<file path="config.mk">
export PLATFORM = sky130hd
export DESIGN_NAME = sense_barrier
export DESIGN_NICKNAME = d
export VERILOG_FILES = /design/src/rtl/barrier_pkg.sv /design/src/rtl/sense_cell.sv /design/src/rtl/arrival_counter.sv /design/src/rtl/sense_barrier.sv
export SDC_FILE = /design/constraint.sdc
export NUM_CORES = 1
export LEC_CHECK = 0
export BUFFER_PORTS_ARGS = -buffer_cell sky130_fd_sc_hd__buf_4
export CORE_AREA = 2 2 39 41
export DETAILED_ROUTE_END_ITERATION = 16
export DIE_AREA = 0 0 41 43
export GPL_TIMING_DRIVEN = 0
export PLACE_DENSITY = 0.72
export SYNTH_ARGS = -nofsm -noshare
export SYNTH_HDL_FRONTEND = slang
export SYNTH_SLANG_ARGS = --single-unit
</file>
<file path="constraint.sdc">
create_clock -name clk -period 3.1 [get_ports clk]
set_input_delay 0.31 -clock clk [delete_from_list [all_inputs] [get_ports clk]]
set_output_delay 0.31 -clock clk [all_outputs]
set_load 0.05 [all_outputs]
</file>
<file path="src/rtl/barrier_pkg.sv">
`timescale 1ns/1ps
// Package barrier_pkg
// Shared sizing helpers for the sense-reversing barrier.
// Assumes at least one participant.
package barrier_pkg;

    // Width needed to hold a count from 0 up to n inclusive.
    function automatic int cnt_width(input int n);
        return (n < 1) ? 1 : $clog2(n + 1);
    endfunction

endpackage

</file>
<file path="src/rtl/sense_cell.sv">
`timescale 1ns/1ps
// Module sense_cell
// Holds one participant's private sense bit. An arrival is accepted only
// while the participant is released (sense equals the global flag). An
// accepted arrival inverts the sense. Assumes the flag changes only at
// episode completion.
module sense_cell (
    input  logic clk,
    input  logic rst_n,
    input  logic arrive,
    input  logic glob_flag,
    output logic sense,
    output logic accept
);

    logic sense_q;

    // Accept only when the participant is not waiting in the current episode.
    always_comb accept = arrive & (sense_q == glob_flag);

    // Flip the private sense on every accepted arrival.
    always_ff @(posedge clk) begin
        if (!rst_n)      sense_q <= 1'b0;
        else if (accept) sense_q <= ~sense_q;
    end

    assign sense = sense_q;

endmodule

</file>
<file path="src/rtl/arrival_counter.sv">
`timescale 1ns/1ps
// Module arrival_counter
// Counts accepted arrivals in the current episode. Any number of arrivals
// may land in one cycle; they are added with a population count. Signals
// completion when the running total reaches NUM_PART and then wraps to zero.
// Assumes each participant is accepted at most once per episode.
module arrival_counter #(
    parameter int NUM_PART = 4,
    parameter int CW       = barrier_pkg::cnt_width(NUM_PART)
) (
    input  logic                clk,
    input  logic                rst_n,
    input  logic [NUM_PART-1:0] accept_vec,
    output logic [CW-1:0]       count,
    output logic                complete
);

    localparam int SW = CW + 1;

    logic [CW-1:0] count_q;
    logic [CW-1:0] pop;
    logic [SW-1:0] total;

    // Population count of this cycle's accepted arrivals.
    always_comb begin
        pop = '0;
        for (int i = 0; i < NUM_PART; i++) pop = pop + CW'(accept_vec[i]);
    end

    // Running total including this cycle and the completion test.
    always_comb begin
        total    = SW'(count_q) + SW'(pop);
        complete = (total == SW'(NUM_PART));
    end

    // Register the count; the completing arrival resets it.
    always_ff @(posedge clk) begin
        if (!rst_n)        count_q <= '0;
        else if (complete) count_q <= '0;
        else               count_q <= total[CW-1:0];
    end

    assign count = count_q;

endmodule

</file>
<file path="src/rtl/sense_barrier.sv">
`timescale 1ns/1ps
// Module sense_barrier
// Centralised sense-reversing barrier for NUM_PART participants. Each
// participant has its own sense cell, and one shared counter accepts every
// arrival of a cycle together. The global flag inverts when an episode
// completes, so it never needs clearing between episodes. Assumes arrive_i
// pulses come from participants that later watch release_o.
module sense_barrier #(
    parameter int NUM_PART = 4,
    parameter int CW       = barrier_pkg::cnt_width(NUM_PART)
) (
    input  logic                clk,
    input  logic                rst_n,
    input  logic [NUM_PART-1:0] arrive_i,
    output logic [NUM_PART-1:0] release_o,
    output logic [NUM_PART-1:0] sense_o,
    output logic                flag_o,
    output logic [CW-1:0]       count_o
);

    logic [NUM_PART-1:0] accept_vec;
    logic                complete;
    logic                flag_q;

    // One sense cell per participant.
    for (genvar g = 0; g < NUM_PART; g++) begin : g_cell
        sense_cell u_cell (
            .clk       (clk),
            .rst_n     (rst_n),
            .arrive    (arrive_i[g]),
            .glob_flag (flag_q),
            .sense     (sense_o[g]),
            .accept    (accept_vec[g])
        );
    end

    arrival_counter #(.NUM_PART(NUM_PART), .CW(CW)) u_count (
        .clk        (clk),
        .rst_n      (rst_n),
        .accept_vec (accept_vec),
        .count      (count_o),
        .complete   (complete)
    );

    // Publish the episode's new sense when the last arrival is counted.
    always_ff @(posedge clk) begin
        if (!rst_n)        flag_q <= 1'b0;
        else if (complete) flag_q <= ~flag_q;
    end

    // A participant proceeds when its sense matches the published flag.
    always_comb release_o = ~(sense_o ^ {NUM_PART{flag_q}});

    assign flag_o = flag_q;

endmodule

</file>
==> flow_summary_export.csv, run 1 <==
group,metric,value,unit
run_status,status,"finished, final reports clean",
finish,final_cells,86,
die,initial_core_util,35.44,%
cts,path_clk_slew,0.06,ns
power_and_ir_drop,comb_power_share,67.2,%
yosys,ys_types,16,
detailed_routing,avgRoutedWirePerCell,10.26,µm
yosys,ys_seq_area_share,32.65,%
timing,whs,0.2914,ns
yosys,synth_top_cell_by_area,"dfxtp_1",
power_and_ir_drop,internal_power,0.0003641,W
yosys,synthCells,50,
yosys,synth_edf_count,0,
global_route,antenna_found_initial,0,
yosys,synth_most_common_cell,"dfxtp_1",
timing,finalSetupTns,0,ns
die,dieArea,1763,µm²
detailed_routing,drc,0,
die,core_area,1384,µm²
finish,antenna_cells,0,
detailed_routing,vias_per_cell,4.628,
timing,setup-violations-final,0,
yosys,yosys_warnings,0,
yosys,syn_area,490.5,µm²
cts,insertion_delay,0.25,ns
detailed_routing,dr_total_vias,398,
global_route,grt_pass1_wl,1483,µm
power_and_ir_drop,p_clk_share,11.4,%
global_route,grt_overflow_total,0,
setup_path,worst_ep_required_time,3.25,ns
place,globalplace.congestion,0.6650,
cts,post_cts_resized,0,
power_and_ir_drop,p_sw,0.0003443,W
cts,cts_tree,"built",
place,pre_cts_slack,0.1821,ns
place,place_hpwl,710.5,µm
cts,clock_tree.root_cell,"clkbuf_4",
detailed_routing,dr.pass1.iters,4,
global_route,track_usage,12.90,%
timing,fin_crit_sh,93.64,%
die,boundaryPins,18,
yosys,synth_nets,63,
power_and_ir_drop,p_seq_share,21.4,%
cts,cts.sinks,8,
timing,setup_ws,0.1972,ns
timing,rsz0062_at_grt,"false",
yosys,ys.flop_type,"dfxtp_1",
global_route,grt_pass1_vias,360,
place,io_buffers,17,
cts,post-cts-setup-buffers,0,
timing,min_period,2.903,ns
yosys,syn_avg_cell_area,9.809,µm²
global_route,grt_max_degree,11,
setup_path,critPathKind,"register to register",
timing,fmax,0.3445,GHz
timing,max_slew_margin,84.01,%
yosys,yosysTopAreaCellShare,32.65,%
yosys,ys_ff_latch,8,
setup_path,crit_arrival,3.05,ns
setup_path,cp-end-kind,"register",
power_and_ir_drop,power_density,986.4,nW/µm²
yosys,ys_top_cells_by_count,"dfxtp_1 (8), nand2_1 (7), buf_4 (5), ha_1 (5)",
setup_path,worstPathMaxFanout,10,
detailed_routing,drtIter0Drc,5,
place,dp_cells,83,
timing,fin_worst_skew,0.002481,ns
timing,drv_slew,0,
finish,nets,85,
finish,drive_above_1_share,42.86,%
cts,ctsHoldBuffers,0,
detailed_routing,drt_wl_total,882,µm
power_and_ir_drop,switching_share,48.60,%
flow_run,drv_cap,0,
yosys,synthArstFlopShare,0,%
worst_hold_path,hold_class,"input pin to register",
power_and_ir_drop,ir_worst_vdd,0.3032,mV
timing,tightest_slew,0.2395,ns
finish,num-fill-cells,130,
finish,area.growth.synth_to_final,46.43,%
timing,hold_violations,0,
cts,cts_max_level,1,
cts,cts_buffers,3,
detailed_routing,ant_nets,0,
setup_path,start_kind,"register",
yosys,ys_top_cells_by_area,"dfxtp_1 (33%), ha_1 (13%), fa_1 (8.2%), o211a_1 (8.2%), buf_4 (7.7%)",
die,die_h,43,µm
die,rows,14,
cts,clockBufferDepth,2,
power_and_ir_drop,p_leak,0.3770,nW
die,die_x,41,µm
worst max-delay path: stages, from the launching register on:
cell and delay (ns):
dfxtp_2 0.32, buf_6 0.16, xnor2_4 0.13, and2_1 0.16, ha_1 0.27, inv_1 0.05
fa_1 0.48, inv_1 0.04, ha_1 0.20, fa_1 0.46, nor3_1 0.20, o211ai_1 0.14
and3_1 0.20
path summary, 6_finish.rpt:
kind	startpoint	to	slack, ns	cells past startpoint
max reg2reg	flag_o	u_count.count[2]	0.20	12
min reg2reg	g_cell[2].u_cell.sense	g_cell[2].u_cell.sense	0.59	1
min	arrive_i[1]	g_cell[1].u_cell.sense	0.29	2
max	flag_o	u_count.count[2]	0.20	12
cell usage in the layout (no fill, tap or decap), drive strengths merged:
| cell | n |
|---|---|
| xor2 | 1 |
| ha | 5 |
| and3 | 1 |
| dfxtp | 8 |
| mux2i | 1 |
| inv | 4 |
| nand2b | 1 |
| a21oi | 1 |
| o211ai | 1 |
| fa | 2 |
| xnor2 | 4 |
| and2 | 4 |
| o211a | 4 |
| nand2 | 7 |
| clkbuf | 3 |
| nor3 | 1 |
| buf | 22 |
cell families after synthesis:
group                    count (synthesis)  share of synthesized area, %
adder cells (fa/ha/maj)                  7                         20.92
AND/OR/NAND/NOR                         14                         14.03
buffers and inverters                    9                         10.71
flip-flops                               8                         32.65
multiplexers                             1                         2.041
AO/OA/AOI/OAI                            6                         10.71
XOR/XNOR                                 5                         8.928
final cells by class:
class | count | area [µm²] | share of cell area (%)
Multi-Input combinational cell | 33 | 330.3 | 45.99
Inverter | 4 | 15.01 | 2.091
Clock buffer | 3 | 22.52 | 3.136
Timing Repair Buffer | 17 | 127.6 | 17.77
Tap cell | 16 | 20.02 | 2.787
Sequential cell | 8 | 161.4 | 22.47
Buffer | 5 | 41.29 | 5.749
flip-flops by register name, indices dropped and copies added (netlist names):
signal               flops
g_cell.u_cell.sense      4
u_count.count            3
flag_o                   1
power groups by stage:
stage	combinational (W)	sequential, W	clock (W)
6_report	0.000476	0.000151	0.0000806
5_1_grt	0.000520	0.000155	0.0000950
4_1_cts	0.000484	0.000152	0.0000866
3_5_place_dp	0.000483	0.000154	0
3_3_place_gp	0.000468	0.000154	0
2_1_floorplan	0.000303	0.000217	0
metrics by stage:
step / total power, W / utilization [%] / instance area [µm²]
final: 0.0007084 / 51.90 / 718.2
after global routing: 0.0007706 / 51.90 / 718.2
after CTS: 0.0007221 / 51.90 / 718.2
after detailed placement: 0.0006367 / 50.27 / 695.7
after global placement: 0.0006223 / 50.27 / 695.7
after floorplan: 0.0005193 / - / 548.0
layer usage:
| metal | share of wire (%) | GRT usage, % | routed length [µm] |
|---|---|---|---|
| met5 | 0 | 0 | 0 |
| met4 | 2.2 | 8.000 | 19 |
| met3 | 6.9 | 6.283 | 61 |
| met2 | 44 | 17.81 | 385 |
| met1 | 47 | 15.31 | 415 |
Note: power is estimated with default switching activity, not from simulation.
==> run 2, diff against run 1 <==
--- a/config.mk
+++ b/config.mk
@@ -10,7 +10,9 @@
 export DETAILED_ROUTE_END_ITERATION = 16
 export DIE_AREA = 0 0 41 43
 export GPL_TIMING_DRIVEN = 0
+export MAX_ROUTING_LAYER = met4
 export PLACE_DENSITY = 0.72
+export RECOVER_POWER = 25
 export SYNTH_ARGS = -nofsm -noshare
 export SYNTH_HDL_FRONTEND = slang
 export SYNTH_SLANG_ARGS = --single-unit
==> flow_summary_export.csv, run 2 (synthesized netlist as in run 1, its figures left out) <==
group,metric,value,unit
run_status,status,"finished, final reports clean",
flow_run,drv_cap,0,
cts,path_clk_slew,0.06,ns
place,globalplace.congestion,0.6714,
cts,cts.sinks,8,
detailed_routing,wl_met2,385,µm
die,dieArea,1763,µm²
timing,fmax,0.3447,GHz
finish,fin_util,51.54,%
worst_hold_path,hold_class,"input pin to register",
cts,insertion_delay,0.25,ns
detailed_routing,drtIter0Drc,5,
cts,cts_buffers,3,
cts,cts_max_level,1,
finish,num-fill-cells,133,
die,die_x,41,µm
die,core_area,1384,µm²
finish,largest_reg_flops,4,
die,rows,14,
detailed_routing,ant_nets,0,
timing,max_slew_margin,60.87,%
cts,clock_tree.root_cell,"clkbuf_4",
timing,tightest_slew,0.5895,ns
die,die_h,43,µm
timing,fin_crit_sh,93.59,%
detailed_routing,dr_total_vias,398,
setup_path,start_kind,"register",
detailed_routing,m1WireLength,414,µm
global_route,grt_max_degree,11,
global_route,grt_overflow_total,0,
finish,antenna_cells,0,
global_route,grt_pass1_vias,360,
detailed_routing,avgRoutedWirePerCell,10.24,µm
power_and_ir_drop,ir_worst_vdd,0.3025,mV
setup_path,regToRegEndpoint,"u_count.count[2]",
cts,cts_tree,"built",
place,place_hpwl,710.5,µm
timing,drv_slew,0,
power_and_ir_drop,p_total,0.0007043,W
detailed_routing,vias_per_cell,4.628,
setup_path,r2r_slack,0.20,ns
die,boundaryPins,18,
global_route,grt_pass1_wl,1483,µm
finish,area.growth.synth_to_final,45.41,%
place,io_buffers,17,
setup_path,rr_startpoint,"flag_o",
finish,multi_input_area,330.3,µm²
setup_path,crit_path_start,"flag_o",
timing,fin_worst_skew,0.002481,ns
detailed_routing,dr.max_layer_used,"met4",
finish,layout_common_cells,"buf_4 (20), dfxtp_1 (8), nand2_1 (7)",
finish,drive_above_1_share,40.00,%
cts,ctsHoldBuffers,0,
setup_path,crit_arrival,3.05,ns
die,initial_core_util,35.44,%
cts,clockBufferDepth,2,
detailed_routing,met3WireLength,61,µm
finish,final_common_cell,"buf_4",
timing,rsz0062_at_grt,"false",
place,dp_cells,83,
setup_path,endpoint,"u_count.count[2]",
timing,setup-violations-final,0,
setup_path,critPathKind,"register to register",
detailed_routing,drt_wl_total,881,µm
global_route,antenna_found_initial,0,
timing,finalSetupTns,0,ns
global_route,track_usage,13.22,%
power_and_ir_drop,power_density,987.6,nW/µm²
setup_path,worst_ep_required_time,3.25,ns
setup_path,cp-end-kind,"register",
setup_path,reg2regPathDepth,12,
detailed_routing,dr.pass1.iters,4,
timing,min_period,2.901,ns
finish,seq_area,160.2,µm²
cts,post_cts_resized,0,
power_and_ir_drop,p_leak,0.3723,nW
cts,post-cts-setup-buffers,0,
detailed_routing,drc,0,
setup_path,worstPathMaxFanout,10,
finish,final_cells,86,
finish,nets,85,
timing,hold_violations,0,
run 2: cell types whose count changed in the layout (fill, tap and decap cells not counted), sizes merged:
cell	before	now
clkbuf	3	4
buf	22	21
run 2: worst min path at each step:
stage,start,to,slack (ns),cells past startpoint
floorplan,rst_n,u_count.count[0],0.44,1
global placement,arrive_i[3],g_cell[3].u_cell.sense,0.55,2
detailed placement,arrive_i[1],g_cell[1].u_cell.sense,0.55,2
CTS,arrive_i[1],g_cell[1].u_cell.sense,0.28,2
global route,arrive_i[1],g_cell[1].u_cell.sense,0.29,2
finish,arrive_i[1],g_cell[1].u_cell.sense,0.29,2
run 2: cell type report:
class | count | area share [%]
plain buffers | 5 | 5.789
multi-input cells | 33 | 46.32
clock buffers | 3 | 3.158
well taps | 16 | 2.807
repair buffers | 17 | 17.37
inverters | 4 | 2.105
flip-flops and latches | 8 | 22.46
run 2: through the flow:
step	area, µm²	hold WS, ns	setup WS, ns
floorplan	548.0	0.4373	0.009070
global placement	695.7	0.5517	0.2171
detailed placement	695.7	0.5541	0.1821
CTS	718.2	0.2812	0.1687
global route	713.2	0.2884	0.02988
finish	713.2	0.2914	0.1988
run 2: power by group:
group	leakage [nW]	internal, W	switching [W]
sequential	0.0665	0.000129	0.0000216
clock	0.0138	0.0000444	0.0000363
combinational	0.292	0.000187	0.000286
total	0.372	0.000360	0.000344
run 2: routing by layer:
metal,global-route usage [%],up-vias
met5,-,-
met4,8.000,0
met3,6.283,2
met2,17.81,14
met1,15.31,178
li1,-,204
run 2: worst max-delay path: stages, from the launching register on:
cell and delay (ns):
dfxtp_1 0.31, buf_6 0.16, xnor2_4 0.13, and2_1 0.16
ha_1 0.27, inv_1 0.05, fa_1 0.48, inv_1 0.04
ha_1 0.20, fa_1 0.46, nor3_1 0.20, o211ai_1 0.14
and3_1 0.20
==> run 3, diff against run 2 <==
--- a/config.mk
+++ b/config.mk
@@ -5,13 +5,15 @@
 export SDC_FILE = /design/constraint.sdc
 export NUM_CORES = 1
 export LEC_CHECK = 0
+export ABC_AREA = 1
 export BUFFER_PORTS_ARGS = -buffer_cell sky130_fd_sc_hd__buf_4
 export CORE_AREA = 2 2 39 41
 export DETAILED_ROUTE_END_ITERATION = 16
 export DIE_AREA = 0 0 41 43
 export GPL_TIMING_DRIVEN = 0
+export HOLD_SLACK_MARGIN = 0.06
 export MAX_ROUTING_LAYER = met4
-export PLACE_DENSITY = 0.72
+export PLACE_DENSITY = 0.75
 export RECOVER_POWER = 25
 export SYNTH_ARGS = -nofsm -noshare
 export SYNTH_HDL_FRONTEND = slang
==> flow_summary_export.csv, run 3 <==
group,metric,value,unit
setup_path,regToRegEndpoint,"u_count.count[1]",
finish,drive_above_1_share,36.78,%
cts,clockBufferDepth,2,
timing,min_period,2.908,ns
run_status,status,"finished, final reports clean",
setup_path,r2r_slack,0.19,ns
global_route,grt_overflow_total,0,
die,dieArea,1763,µm²
timing,fin_crit_sh,93.81,%
setup_path,crit_top_cell,"nand2_1",
die,die_h,43,µm
timing,finalSetupTns,0,ns
worst_hold_path,hold_class,"input pin to register",
detailed_routing,vias_per_cell,4.515,
finish,area.growth.synth_to_final,39.52,%
yosys,ys_seq_area_share,30.48,%
die,die_x,41,µm
yosys,ys.flop_type,"dfxtp_1",
place,globalplace.congestion,0.8216,
setup_path,cp_num_buf_inv,3,
setup_path,cp-end-kind,"register",
yosys,synthArstFlopShare,0,%
cts,path_clk_slew,0.06,ns
finish,final_cells,103,
yosys,synthCells,67,
finish,seq_area,160.2,µm²
timing,hold_violations,0,
setup_path,rr_startpoint,"flag_o",
yosys,syn_avg_cell_area,7.843,µm²
detailed_routing,dr.pass1.iters,4,
worst_hold_path,whs_path_depth,2,
setup_path,critPathKind,"register to register",
timing,rsz0062_at_grt,"false",
finish,multi_input_area,331.6,µm²
setup_path,start_kind,"register",
timing,fmax,0.3439,GHz
cts,post-cts-setup-buffers,0,
setup_path,worst-path-stages,15,
timing,setup-violations-final,0,
yosys,synth_nets,80,
cts,cts_buffers,3,
place,pre_cts_slack,0.1577,ns
timing,max_slew_margin,84.48,%
detailed_routing,ant_nets,0,
detailed_routing,drc,0,
setup_path,crit_chain,"buf_4 > nand2_1 > a21boi_1 > ha_1 > inv_1 > fa_1 > inv_1 > ha_1 > fa_1 > nor2_1 > nand2_1 > nor2_4 > nand2_1 > nand2_1 > nor2_1",
timing,tightest_slew,0.2324,ns
finish,layout_common_cells,"buf_4 (22), nand2_1 (14), inv_1 (9)",
setup_path,reg2regPathDepth,15,
setup_path,slowest_stage,"fa_1",
timing,drv_slew,0,
die,initial_core_util,37.97,%
setup_path,cpPeakStageDelay,0.44,ns
place,dp_cells,100,
detailed_routing,dr_total_vias,465,
cts,post_cts_resized,0,
detailed_routing,drt_wl_total,1081,µm
place,place_hpwl,837,µm
global_route,grt_pass1_wl,1842,µm
place,io_buffers,17,
yosys,yosys_warnings,0,
cts,insertion_delay,0.26,ns
die,boundaryPins,18,
yosys,ys_types,15,
finish,final_common_cell,"buf_4",
detailed_routing,drtIter0Drc,10,
timing,whs,0.2388,ns
cts,cts.sinks,8,
setup_path,crit_arrival,3.06,ns
worst_hold_path,hp-start,"arrive_i[0]",
yosys,synth_most_common_cell,"nand2_1",
cts,cts_max_level,1,
die,rows,14,
die,core_area,1384,µm²
yosys,synth_top_cell_by_area,"dfxtp_1",
yosys,synth_edf_count,0,
finish,antenna_cells,0,
timing,setup_ws,0.1920,ns
finish,nets,102,
yosys,ys_top_cells_by_area,"dfxtp_1 (30%), ha_1 (12%), nand2_1 (10%), fa_1 (7.6%), buf_4 (7.1%)",
setup_path,cp_top_family,"adder cells",
detailed_routing,avgRoutedWirePerCell,10.50,µm
yosys,yosysTopAreaCellShare,30.48,%
yosys,ys_top_cells_by_count,"nand2_1 (14), inv_1 (9), dfxtp_1 (8)",
global_route,grt_max_degree,11,
cts,clock_tree.root_cell,"clkbuf_4",
timing,fin_worst_skew,0.001273,ns
cts,ctsHoldBuffers,0,
global_route,antenna_found_initial,0,
flow_run,drv_cap,0,
finish,largest_reg_flops,4,
setup_path,worstPathMaxFanout,10,
finish,num-fill-cells,141,
cts,cts_tree,"built",
yosys,syn_area,525.5,µm²
setup_path,worst_ep_required_time,3.25,ns
global_route,grt_pass1_vias,446,
worst_hold_path,whs_endpoint,"g_cell[0].u_cell.sense",
yosys,ys_ff_latch,8,
global_route,track_usage,16.44,%
run 3: changes by cell type after synthesis, moves of 4 or more:
cell	delta
nand2_1	+7
inv_1	+5
a21oi_1	+4
and2_1	-4
nor2_1	+4
o211a_1	-4
o21ai_0	+4
run 3: worst max-delay path by stage:
| stage | start | end | slack [ns] |
|---|---|---|---|
| after detailed placement | flag_o | u_count.count[1] | 0.16 |
| after CTS | flag_o | u_count.count[1] | 0.16 |
| final | flag_o | u_count.count[1] | 0.19 |
| after floorplan | flag_o | u_count.count[2] | 0.04 |
| after global placement | flag_o | u_count.count[1] | 0.25 |
| after global routing | flag_o | flag_o | 0.002 |
run 3: layout make-up:
class,instances,area share (%)
Sequential cell,8,21.84
Timing Repair Buffer,17,17.41
Clock buffer,3,3.072
Tap cell,16,2.730
Multi-Input combinational cell,45,45.22
Inverter,9,4.608
Buffer,5,5.119
run 3: routing by layer:
metal / wire length (µm) / global-route usage, % / up-vias
met5: 0 / - / -
li1: - / - / 247
met1: 489 / 22.55 / 205
met3: 63 / 4.712 / 2
met2: 514 / 20.63 / 11
met4: 12 / 10.00 / 0
run 3: worst register-to-register path, stage by stage (launching register included):
cell      delay (ns)
dfxtp_1         0.36
buf_4           0.24
nand2_1         0.09
a21boi_1        0.19
ha_1            0.26
inv_1           0.07
fa_1            0.41
inv_1           0.07
ha_1            0.17
fa_1            0.44
nor2_1          0.10
nand2_1         0.09
nor2_4          0.13
nand2_1         0.07
nand2_1         0.08
nor2_1          0.05
run 3: logic make-up (layout without fill, tap and decap cells):
kind of cell | Yosys count | in the layout | synth area share [%]
flops | 8 | 8 | 30.48
simple gates | 25 | 25 | 21.66
xor+xnor | 2 | 2 | 3.334
compound gates | 11 | 11 | 11.43
fa+ha+maj | 7 | 7 | 19.52
buf+inv | 14 | 34 | 13.57
run 3: stage by stage:
stage               utilization, %  area, µm²
global route                 52.98      733.2
global placement             51.36      710.7
detailed placement           51.36      710.7
floorplan                        -      563.0
CTS                          52.98      733.2
finish                       52.98      733.2
Power of run 3 is left out: the tool's default activity adds up to more than one toggle a clock period on the data nets, which glitch-free logic cannot reach.
